==> config.mk <==
export PLATFORM = sky130hd
export DESIGN_NAME = i2c_regmap_slave
export DESIGN_NICKNAME = d
export VERILOG_FILES = /design/src/rtl/i2c_regmap_slave.sv
export SDC_FILE = /design/constraint.sdc
export NUM_CORES = 1
export LEC_CHECK = 0
export BUFFER_PORTS_ARGS = -buffer_cell sky130_fd_sc_hd__buf_2
export CORE_ASPECT_RATIO = 2
export CORE_MARGIN = 5
export CORE_UTILIZATION = 65
export CTS_BUF_LIST = sky130_fd_sc_hd__clkbuf_8
export CTS_CLUSTER_DIAMETER = 150
export CTS_CLUSTER_SIZE = 24
export DETAILED_ROUTE_END_ITERATION = 7
export PLACE_DENSITY_LB_ADDON = 0.05
export SETUP_SLACK_MARGIN = 0.15
export SLEW_MARGIN = 20
export SYNTH_ARGS = -nofsm -noshare
export SYNTH_HDL_FRONTEND = slang
export SYNTH_SLANG_ARGS = --single-unit
==> constraint.sdc <==
create_clock -name clk -period 7.4 [get_ports clk]
set_clock_uncertainty 0.1 [all_clocks]
set_input_delay 0.74 -clock clk [delete_from_list [all_inputs] [get_ports clk]]
set_output_delay 0.74 -clock clk [all_outputs]
set_load 0.1 [all_outputs]
==> src/rtl/i2c_regmap_slave.sv <==
module i2c_regmap_slave #(
  parameter int         NREG     = 48,
  parameter int         SRAM_AW  = 6,
  parameter logic [6:0] REG_DEV  = 7'h6F,
  parameter logic [6:0] SRAM_DEV = 7'h57,
  parameter int         TIME_N   = 7,
  parameter int         ALM_LO   = 16,
  parameter int         ALM_N    = 6,
  parameter int         WP_LOC   = 8,
  parameter int         WP_BIT   = 6
) (
  input  logic                  clk,
  input  logic                  rst_n,
  input  logic                  scl_i,
  input  logic                  sda_i,
  output logic                  sda_oe_o,
  input  logic [8*TIME_N-1:0]   time_i,
  output logic                  time_wr_o,
  output logic [$clog2(TIME_N)-1:0] time_wr_addr_o,
  output logic [7:0]            time_wr_data_o
);
  localparam int PW = $clog2(NREG);
  localparam int TW = $clog2(TIME_N);
  localparam int AW = $clog2(ALM_N);
  localparam int SRAM_N = 1 << SRAM_AW;
  localparam logic [7:0]    NREG8    = 8'(NREG);
  localparam logic [PW-1:0] PTOP     = PW'(NREG - 1);
  localparam logic [PW-1:0] TIME_TOP = PW'(TIME_N);
  localparam logic [PW-1:0] ALM_BASE = PW'(ALM_LO);
  localparam logic [PW-1:0] ALM_END  = PW'(ALM_LO + ALM_N);

  typedef enum logic [2:0] {S_IDLE, S_ADDR, S_AACK, S_WR, S_WACK, S_RD, S_RACK} st_t;

  logic [2:0] scl_s, sda_s;
  logic scl_r, sda_r, scl_rise, scl_fall, start_c, stop_c;
  st_t state;
  logic [3:0] cnt;
  logic [7:0] sh, rd_byte;
  logic rw, dev_sram, first, mack;
  logic [PW-1:0] ptr, ptr_inc;
  logic [SRAM_AW-1:0] sptr;
  logic [7:0] regs [NREG];
  logic [7:0] sram [SRAM_N];
  logic [TIME_N-1:0][7:0] snap_t;
  logic [ALM_N-1:0][7:0]  snap_a;
  logic [AW-1:0] aidx;
  logic reg_hit, sram_hit, byte_done, load_ptr, reg_wr, sram_wr, time_hit, rd_load, snap_take;

  always_ff @(posedge clk or negedge rst_n)
    if (!rst_n) begin
      scl_s <= '1;
      sda_s <= '1;
    end else begin
      scl_s <= {scl_s[1:0], scl_i};
      sda_s <= {sda_s[1:0], sda_i};
    end

  assign scl_r    = scl_s[1];
  assign sda_r    = sda_s[1];
  assign scl_rise = scl_s[1] & ~scl_s[2];
  assign scl_fall = ~scl_s[1] & scl_s[2];
  assign start_c  = scl_r & scl_s[2] & ~sda_s[1] & sda_s[2];
  assign stop_c   = scl_r & scl_s[2] & sda_s[1] & ~sda_s[2];

  assign reg_hit   = sh[7:1] == REG_DEV;
  assign sram_hit  = sh[7:1] == SRAM_DEV;
  assign byte_done = state == S_WR && scl_fall && cnt == 4'd8 && !start_c && !stop_c;
  assign load_ptr  = byte_done && first;
  assign reg_wr    = byte_done && !first && !dev_sram;
  assign sram_wr   = byte_done && !first && dev_sram;
  assign time_hit  = ptr < TIME_TOP;
  assign rd_load   = !start_c && !stop_c && scl_fall &&
                     ((state == S_AACK && rw) || (state == S_RACK && mack));
  assign snap_take = state == S_ADDR && scl_fall && cnt == 4'd8 && reg_hit && sh[0] &&
                     !start_c && !stop_c;
  assign ptr_inc   = (ptr == PTOP) ? '0 : ptr + 1'b1;
  assign aidx      = AW'(ptr - ALM_BASE);

  always_comb begin
    if (dev_sram)                              rd_byte = sram[sptr];
    else if (time_hit)                         rd_byte = snap_t[ptr[TW-1:0]];
    else if (ptr >= ALM_BASE && ptr < ALM_END) rd_byte = snap_a[aidx];
    else                                       rd_byte = regs[ptr];
  end

  always_ff @(posedge clk or negedge rst_n)
    if (!rst_n) begin
      state <= S_IDLE; cnt <= '0; sh <= '0; sda_oe_o <= 1'b0;
      rw <= 1'b0; dev_sram <= 1'b0; first <= 1'b0; mack <= 1'b0;
    end else if (start_c) begin
      state <= S_ADDR; cnt <= '0; sda_oe_o <= 1'b0;
    end else if (stop_c) begin
      state <= S_IDLE; sda_oe_o <= 1'b0;
    end else begin
      case (state)
        S_ADDR:
          if (scl_rise) begin
            sh <= {sh[6:0], sda_r};
            cnt <= cnt + 1'b1;
          end else if (scl_fall && cnt == 4'd8) begin
            if (reg_hit || sram_hit) begin
              state <= S_AACK; sda_oe_o <= 1'b1; rw <= sh[0]; dev_sram <= sram_hit;
            end else state <= S_IDLE;
          end
        S_AACK:
          if (scl_fall) begin
            cnt <= '0;
            if (rw) begin
              state <= S_RD; sh <= rd_byte; sda_oe_o <= ~rd_byte[7];
            end else begin
              state <= S_WR; sda_oe_o <= 1'b0; first <= 1'b1;
            end
          end
        S_WR:
          if (scl_rise) begin
            sh <= {sh[6:0], sda_r};
            cnt <= cnt + 1'b1;
          end else if (byte_done) begin
            state <= S_WACK; sda_oe_o <= 1'b1; first <= 1'b0;
          end
        S_WACK:
          if (scl_fall) begin
            state <= S_WR; sda_oe_o <= 1'b0; cnt <= '0;
          end
        S_RD:
          if (scl_rise) cnt <= cnt + 1'b1;
          else if (scl_fall) begin
            if (cnt == 4'd8) begin
              state <= S_RACK; sda_oe_o <= 1'b0; mack <= 1'b0;
            end else begin
              sh <= {sh[6:0], 1'b0}; sda_oe_o <= ~sh[6];
            end
          end
        S_RACK:
          if (scl_rise) begin
            if (sda_r) state <= S_IDLE;
            else mack <= 1'b1;
          end else if (rd_load) begin
            state <= S_RD; sh <= rd_byte; sda_oe_o <= ~rd_byte[7]; cnt <= '0;
          end
        default: ;
      endcase
    end

  always_ff @(posedge clk or negedge rst_n)
    if (!rst_n) ptr <= '0;
    else if (load_ptr && !dev_sram) ptr <= (sh < NREG8) ? sh[PW-1:0] : '0;
    else if (reg_wr || (rd_load && !dev_sram)) ptr <= ptr_inc;

  always_ff @(posedge clk or negedge rst_n)
    if (!rst_n) sptr <= '0;
    else if (load_ptr && dev_sram) sptr <= sh[SRAM_AW-1:0];
    else if (sram_wr || (rd_load && dev_sram)) sptr <= sptr + 1'b1;

  always_ff @(posedge clk or negedge rst_n)
    if (!rst_n) begin
      for (int i = 0; i < NREG; i++) regs[i] <= 8'h00;
      regs[7]  <= 8'h01;
      regs[8]  <= 8'h01;
      regs[11] <= 8'h20;
      regs[12] <= 8'h46;
    end else if (reg_wr && !time_hit) regs[ptr] <= sh;

  always_ff @(posedge clk)
    if (sram_wr) sram[sptr] <= sh;

  always_ff @(posedge clk or negedge rst_n)
    if (!rst_n) begin
      snap_t <= '0;
      snap_a <= '0;
    end else if (snap_take) begin
      for (int k = 0; k < TIME_N; k++) snap_t[k] <= time_i[8*k +: 8];
      for (int k = 0; k < ALM_N; k++)  snap_a[k] <= regs[ALM_LO + k];
    end

  always_ff @(posedge clk or negedge rst_n)
    if (!rst_n) begin
      time_wr_o <= 1'b0; time_wr_addr_o <= '0; time_wr_data_o <= '0;
    end else begin
      time_wr_o <= reg_wr && time_hit && regs[WP_LOC][WP_BIT];
      if (reg_wr && time_hit) begin
        time_wr_addr_o <= ptr[TW-1:0];
        time_wr_data_o <= sh;
      end
    end

  p_ptr_range_r4: assert property (@(posedge clk) disable iff (!rst_n) ptr <= PTOP);

  p_oe_states_r9: assert property (@(posedge clk) disable iff (!rst_n)
    sda_oe_o |-> (state == S_AACK || state == S_WACK || state == S_RD));

  p_strobe_gate_r5: assert property (@(posedge clk) disable iff (!rst_n)
    time_wr_o |-> (time_wr_addr_o < TW'(TIME_N)) && $past(regs[WP_LOC][WP_BIT]));

  p_snap_hold_r7: assert property (@(posedge clk) disable iff (!rst_n)
    (state == S_RD || state == S_RACK) |-> $stable(snap_t) && $stable(snap_a));

  p_stop_idle_r11: assert property (@(posedge clk) disable iff (!rst_n)
    stop_c |=> state == S_IDLE && !sda_oe_o);

  p_sram_ptr_r10: assert property (@(posedge clk) disable iff (!rst_n)
    !$stable(ptr) |-> !dev_sram);
endmodule

# After elaboration in Yosys (flattened, before gate mapping)
# Memories as Yosys holds them, arrays and structs flattened.
# Cells that the tools add are included.
# op_classes
addsub	4
magnitude_cmp	8
n_eq_ne	43
n_mux	81
bitwise_logic	17
n_reduce_logical	55
# op_table
cell	count
$bwmux 384	1
$mux 8	16
$bmux 8 s3	2
$bmux 8 s6	1
$demux 8 s6	1
$mux 3	15
$ne 4x4->1 const B	10
$mux 6	6
$pmux 8 s4	1
$logic_and 1x1->1	29
$ne 2x2->1 const B	14
$mux 1	26
$mux 4	6
$reduce_and 12->1	2
$pmux 3 s6	1
$eq 7x7->1 const B	2
$add 6x1->6 const B	2
$pmux 4 s3	1
$reduce_and 6->1	2
$reduce_and 11->1	1
$ne 5x5->1 const B	2
$eq 3x3->1 const B	3
$not 1->1	9
$lt 3x4->1 const B	2
30 further kinds	53
# word_totals
ff_bits	538
mem_bits_rw	512
input_bits	60
out_inout_bits	13
n_memories	1
# memory_table
memory	depth	word_bits	rd	rd_clocked_by_memory_dff	write_ports	line_no	rtl
sram	64	8	1	0	1	43	logic [7:0] sram [SRAM_N];

# Logic depth before layout (Yosys ltp)
# Gate-level depths: netlist (run 1).
# logic_depth
word_depth	13
depth_mapped	12

# Worst setup path before layout (run 1)
# Ideal clock, no wire load.
# synth_timing
path_kind	reg-to-reg
startpoint	register sh[7]
endpoint	register snap_a[15] (netlist name)
arrival_time_ns	2.519
required_time_ns	7.175
path_slack_ns	4.656
path_stages_with_launch	7
path_buffers	2
period_less_slack_ns	2.744
path_cell_list	dfrtp_1 -> nand4_1 -> nor3_1 -> nand4_1 -> clkbuf_1 -> buf_2 -> mux2_2
# synth_between
elab_chain_len	5
# synth_rtl
element	line_no	rtl
from (decl)	38	logic [7:0] sh, rd_byte;
from (signal assigned)	98	sh <= {sh[6:0], sda_r};
from (signal assigned)	116	sh <= {sh[6:0], sda_r};
from (signal assigned)	131	sh <= {sh[6:0], 1'b0}; sda_oe_o <= ~sh[6];
$eq 7x7->1	65	assign reg_hit = sh[7:1] == REG_DEV;
$logic_and 1x1->1 (3 in a row)	74	assign snap_take = state == S_ADDR && scl_fall && cnt == 4'd8 && reg_hit && sh[0] &&
$logic_and 1x1->1	75	!start_c && !stop_c;
to (signal assigned)	170	snap_a <= '0;
to (decl)	45	logic [ALM_N-1:0][7:0] snap_a;
# No other way between the ends.
# A chain may end at the register's enable or synchronous reset.

# Worst setup path in the final report (run 1)
# layout_timing
startpoint	register dev_sram
endpoint	memory sram[61][5], enable pin
# layout_between
elab_chain_len	3
# layout_rtl
element	line_no	rtl
from (decl)	39	logic rw, dev_sram, first, mack;
from (signal assigned)	89	rw <= 1'b0; dev_sram <= 1'b0; first <= 1'b0; mack <= 1'b0;
from (signal assigned)	102	state <= S_AACK; sda_oe_o <= 1'b1; rw <= sh[0]; dev_sram <= sram_hit;
$logic_and 1x1->1	70	assign sram_wr = byte_done && !first && dev_sram;
$mux 1	165	if (sram_wr) sram[sptr] <= sh;
$mux 1 (implied by the code)	165	
to (decl)	43	
# No other way between the ends.

==> results of run 1 <==
## power groups by stage
stage / registers (mW) / logic, mW / clock network [mW]
after global routing: 7.01 / 1.18 / 2.59
final: 6.99 / 1.13 / 2.35
after floorplan: 6.93 / 0.545 / 0
after CTS: 6.98 / 1.12 / 2.37
after detailed placement: 7.10 / 1.12 / 0
after global placement: 7.10 / 1.10 / 0
## stage by stage
step | utilization, % | setup slack, ns | total power, mW | cells | cell area [um^2]
floorplan | - | 4.656 | 7.479 | 2997 | 44120
global placement | 66.64 | 3.208 | 8.203 | 3774 | 45030
detailed placement | 66.64 | 3.060 | 8.222 | 3774 | 45030
CTS | 67.95 | 3.022 | 10.47 | 3869 | 45910
global route | 67.96 | 2.806 | 10.78 | 3870 | 45920
finish | 67.96 | 2.784 | 10.47 | 3870 | 45920
## worst max-delay path by stage
stage / start / endpoint / slack, ns / cells after the start
after detailed placement: dev_sram / sram[61][3] / 3.06 / 4
after CTS: dev_sram / sram[61][7] / 3.02 / 4
final: dev_sram / sram[61][5] / 2.78 / 4
after global routing: dev_sram / sram[36][4] / 2.81 / 4
after floorplan: sh[7] / snap_a[15] / 4.66 / 6
after global placement: dev_sram / sram[53][2] / 3.21 / 4
## flip-flops by register name, summed over array words and instances, names as in the netlist, 3 cells and up
signal,cells
sram,512
regs,384
snap_t,56
snap_a,48
sh,8
time_wr_data_o,8
ptr,6
sptr,6
cnt,4
scl_s,3
sda_s,3
state,3
time_wr_addr_o,3
## cells in the final DEF (no fill, tap or decap), types with 38 or more instances in the layout
cell / count
buf_4: 52
buf_2: 71
inv_1: 55
a31oi_1: 46
nand3_1: 38
nand2_1: 87
mux2_2: 513
a22oi_1: 213
a21oi_1: 64
nor2_1: 122
a22o_1: 45
dfrtp_1: 512
clkbuf_8: 49
a221oi_1: 69
mux2i_1: 45
o21ai_0: 63
edfxtp_1: 512
## logic make-up (layout without fill, tap and decap cells)
family	after synthesis	count (layout)	synth area share (%)
flip-flops	1050	1050	65.40
AO/OA/AOI/OAI	650	650	10.95
multiplexers	571	571	14.76
AND/OR/NAND/NOR	462	462	6.040
buffers and inverters	256	238	2.660
adder cells (fa/ha/maj)	4	4	0.1134
XOR/XNOR	4	4	0.07940
other	0	1	0
## routing by layer
metal  vias to the layer above  global-route usage (%)  wire, um
met5                         -                       0         0
met4                         0                   30.11     15200
met3                       582                   4.718      9298
met2                      1801                   64.56     69520
met1                     14229                   40.09     43060
li1                      11389                       -         -
## cell type report
| type | instances | share of cell area [%] |
|---|---|---|
| diodes | 1 | 0.005450 |
| clock buffers | 49 | 1.469 |
| clock inverters | 43 | 0.3924 |
| inverters | 16 | 0.1308 |
| multi-input cells | 1691 | 30.79 |
| flip-flops and latches | 1050 | 62.93 |
| well taps | 890 | 2.425 |
| repair buffers | 130 | 1.853 |
==> impl_metrics.tcl, run 1 <==
set metrics [dict create \
    status "finished, final reports clean" \
    ctsResizeCount 0 \
    rsz0062_at_grt "no" \
    drt_iter0_markers 3193 \
    syn_inst 2997 \
    grt_pass1_wl_um 197400 \
    place_congestion 1.024 \
    period_share_pct 62.38 \
    grt_usage_pct 36.93 \
    core_area_um2 67560 \
    path_max_fanout 17 \
    wl_um 137100 \
    tightest_slew_ns 1.183 \
    yosysTopAreaCell "edfxtp_1" \
    crit_required_ns 7.67 \
    maxSlewHeadroom_pct 21.15 \
    grt_pass1_vias 28360 \
    avgSynthCellArea_um2 14.72 \
    slew_violations 0 \
    clk_pin_slew_ns 0.15 \
    synth-edff-count 512 \
    regArea_um2 28900 \
    cts.sinks 1050 \
    cts_tree "done" \
    reg2reg_from "dev_sram" \
    syn_nets 3061 \
    critPathLaunchType "flop" \
    pwr-share-clk_pct 22.4 \
    multi_input_area_um2 14140 \
    ctsHoldBuffers 3 \
    r2r.worst_path.cells 4 \
    fmax_mhz 216.6 \
    hp-start "time_i[18]" \
    synth_area_um2 44120 \
    syn_to_final_growth_pct 4.070 \
    grt_max_degree 178 \
    max_stage_delay_ns 0.99 \
    synth-main-ff-cell "dfrtp_1" \
    min_period_ns 4.616 \
    crit_type "flop to flop" \
    antenna_found_initial 1 \
    synth_area_leaders "edfxtp_1 35%, dfrtp_1 30%, mux2_2 13%" \
    cp.arrival_ns 4.89 \
    maxCapViolations 0 \
    num-fill-cells 4804 \
    synth.most_common_cell "dfrtp_1" \
    p_comb_share_pct 10.8 \
    final_antenna_net_count 0 \
    hold_ws_ns 0.1451 \
    vias 28001 \
    nets 3002 \
    clock_path_buffers 3 \
    portBuffers 72 \
    ys_types 93 \
    hold_depth 2 \
    pwr-share-seq_pct 66.8 \
    path_cells "inv_1 > nor3_1 > nand2_1 > nor2_1" \
    p_int_mw 7.438 \
    power.leakage_nw 18.07 \
    path_buf_inv 1 \
    powerDensity_nw_per_um2 228.1 \
    rows 135 \
    postCtsSetupRepairBufs 0 \
    die-width_um 194.2 \
    clkLatencyLatePin_ns 0.74 \
    hold_path_end "snap_t[18]" \
    swShare_pct 28.98 \
    start_util_pct 65.30 \
    fin_tns_setup_ns 0 \
    r2r_setup_slack_ns 2.78 \
    finalSetupViolations 0 \
    synth_top_area_share_pct 34.85 \
    ir_drop_v 0.0002223 \
    firstDrtPassIters 8 \
    critical-path-top-delay-family "simple AND/OR/NAND/NOR gates" \
    power.net_switching_mw 3.035 \
    seq_area_frac_synth_pct 65.40 \
    h-tree-depth 2 \
    drcViolationCount 0 \
    viasPerCell 7.235 \
    hold_class "primary input to flop" \
    wl_per_cell_um 35.42 \
    timing.rr.end "sram[61][5]" \
    drive_gt1_share_pct 27.39 \
    overflow 0 \
    ys_seq_elements 1050 \
    synth_common_cells "526 x dfrtp_1, 513 x mux2_2, 512 x edfxtp_1" \
    die_area_um2 73500 \
    dp_hpwl_um 91110 \
    yosys_warnings 0 \
    async_flop_share_pct 51.24 \
    cts_buffers 49 \
    critPathSlowestCell "nor3_1" \
    die_height_um 378.4 \
    cp-end-kind "flop" \
    cts-root-buf "clkbuf_8" \
    hold_viol 0 \
    io_pins 73 \
]
Note: power is estimated with default switching activity, not from simulation.
==> run 2: changes to the inputs <==
Clock period 7.4 ns to 4.5 ns, I/O delays scaled along.
==> run 2 against run 1 <==
Worst hold slack improved by 0.099 ns; largest cell class unchanged; highest routed layer unchanged; power increased by 64%; utilization up 2.2 points; critical endpoint is now sh[5]; clock power rose by 65%; non-clock buffer count grew 162; combinational power up 74%; first-iteration DRC count fell by 4.4%.
==> impl_metrics.tcl, run 2 (synthesis gave the netlist of run 1 again) <==
set metrics [dict create \
    syn_to_final_growth_pct 7.382 \
    r2r.worst_path.cells 8 \
    fin_tns_setup_ns 0 \
    critPathSlowestCell "a311oi_1" \
    dp_hpwl_um 91650 \
    drt_iter0_markers 3053 \
    clkLatencyLatePin_ns 0.73 \
    cp.arrival_ns 4.42 \
    drive_gt1_share_pct 29.32 \
    wl_per_cell_um 33.29 \
    overflow 0 \
    drcViolationCount 0 \
    regArea_um2 28900 \
    vias 28208 \
    maxCapViolations 0 \
    firstDrtPassIters 7 \
    die_height_um 378.4 \
    die-width_um 194.2 \
    reg2reg_from "sptr[0]" \
    hold_viol 0 \
    nets 3164 \
    largest_reg_flops 512 \
    post-route-util_pct 70.12 \
    grt_pass1_wl_um 196400 \
    maxSlewHeadroom_pct 26.06 \
    rows 135 \
    crit_required_ns 4.99 \
    ir_drop_v 0.0003309 \
    powerDensity_nw_per_um2 362.9 \
    die_area_um2 73500 \
    io_pins 73 \
    crit_type "flop to flop" \
    layout_setup_ws_ns 0.5652 \
    timing.rr.end "sh[5]" \
    tightest_slew_ns 1.109 \
    path_cells "and3b_2 > buf_4 > a22oi_1 > a41oi_1 > buf_4 > or4_1 > a311oi_1 > o31ai_1" \
    max_stage_delay_ns 0.74 \
    h-tree-depth 2 \
    final_antenna_net_count 0 \
    layout_common_cells "513 x mux2_2, 512 x dfrtp_1, 512 x edfxtp_1, 213 x a22oi_1, 149 x buf_4" \
    cp-end-kind "flop" \
    power.leakage_nw 18.87 \
    layout_commonest_cell "mux2_2" \
    grt_pass1_vias 29236 \
    grt_usage_pct 36.30 \
    portBuffers 72 \
    finalSetupViolations 0 \
    period_share_pct 87.44 \
    critPathLaunchType "flop" \
    multi_input_area_um2 14140 \
    top_regs "sram: 512 flops, regs: 384 flops, snap_t: 56 flops" \
    place_congestion 1.050 \
    postCtsSetupRepairBufs 0 \
    top_register "sram" \
    viasPerCell 6.991 \
    cts.sinks 1050 \
    cts_tree "done" \
    slew_violations 0 \
    cts_buffers 49 \
    path_max_fanout 27 \
    cts-root-buf "clkbuf_8" \
    num-fill-cells 4608 \
    post-place-ws_ns 0.7600 \
    start_util_pct 65.30 \
    wl_um 134300 \
    critPathMostFrequentCell "buf_4" \
    rsz0062_at_grt "no" \
    grt_max_degree 109 \
    r2r_setup_slack_ns 0.57 \
    hold_ws_ns 0.2437 \
    clk_pin_slew_ns 0.15 \
    hold_class "primary input to async pin" \
    core_area_um2 67560 \
    antenna_found_initial 3 \
    status "finished, final reports clean" \
    clock_path_buffers 3 \
    fmax_mhz 254.1 \
    min_period_ns 3.935 \
]
-- run 2: cell types whose count changed in the layout (fill, tap and decap cells not counted), moves of 2 or more --
cell,delta
buf_12,+7
buf_4,+97
clkbuf_8,+2
diode_2,+3
dlygate4sd3_1,+56
inv_6,-2
-- run 2: worst max path at each step --
| stage | startpoint | end | cells after the start | slack, ns |
|---|---|---|---|---|
| global placement | sptr[0] | sh[5] | 9 | 0.74 |
| global route | ptr[0] | sh[7] | 9 | 0.54 |
| detailed placement | ptr[1] | sda_oe_o | 8 | 0.76 |
| floorplan | sh[7] | snap_a[15] | 6 | 1.76 |
| finish | sptr[0] | sh[5] | 8 | 0.57 |
| CTS | ptr[1] | sh[7] | 8 | 0.74 |
-- run 2: report_power, final --
group | switching (mW) | internal (mW) | total, mW
Clock | 2.79 | 1.08 | 3.87
Combinational | 1.54 | 0.431 | 1.97
Sequential | 0.540 | 10.8 | 11.4
Total | 4.87 | 12.3 | 17.2
-- run 2: layout make-up --
type	count	share of cell area (%)
Inverter	16	0.1268
Antenna cell	4	0.02113
Sequential cell	1050	60.99
Timing Repair Buffer	292	4.846
Clock buffer	51	1.482
Multi-Input combinational cell	1691	29.84
Clock inverter	41	0.3433
Tap cell	890	2.350
-- run 2: routing by layer --
metal / routed length (um) / up-vias / global-route usage (%)
li1: - / 11691 / -
met1: 43020 / 14397 / 39.26
met2: 68360 / 1565 / 63.04
met3: 8146 / 555 / 4.469
met4: 14810 / 0 / 30.96
met5: 0 / - / 0
-- run 2: through the flow --
step	power, mW	cell area, um^2	std cells
floorplan	12.30	44120	2997
global placement	13.36	45900	3879
detailed placement	13.43	45900	3879
CTS	17.20	47360	4030
global route	17.70	47370	4032
finish	17.19	47380	4035
-- run 2: worst max-delay path, delay by kind of cell, from the launching register on --
| family | cells | cell delay, ns |
|---|---|---|
| compound gates | 4 | 1.33 |
| simple gates | 2 | 1.12 |
| flops | 1 | 0.69 |
| buf+inv | 2 | 0.56 |
-- run 2: what timing repair did --
action / CTS / global route
hold buffers: 59 / 0
hold endpoints to repair: 152 / 0
gates resized for setup: 0 / 0
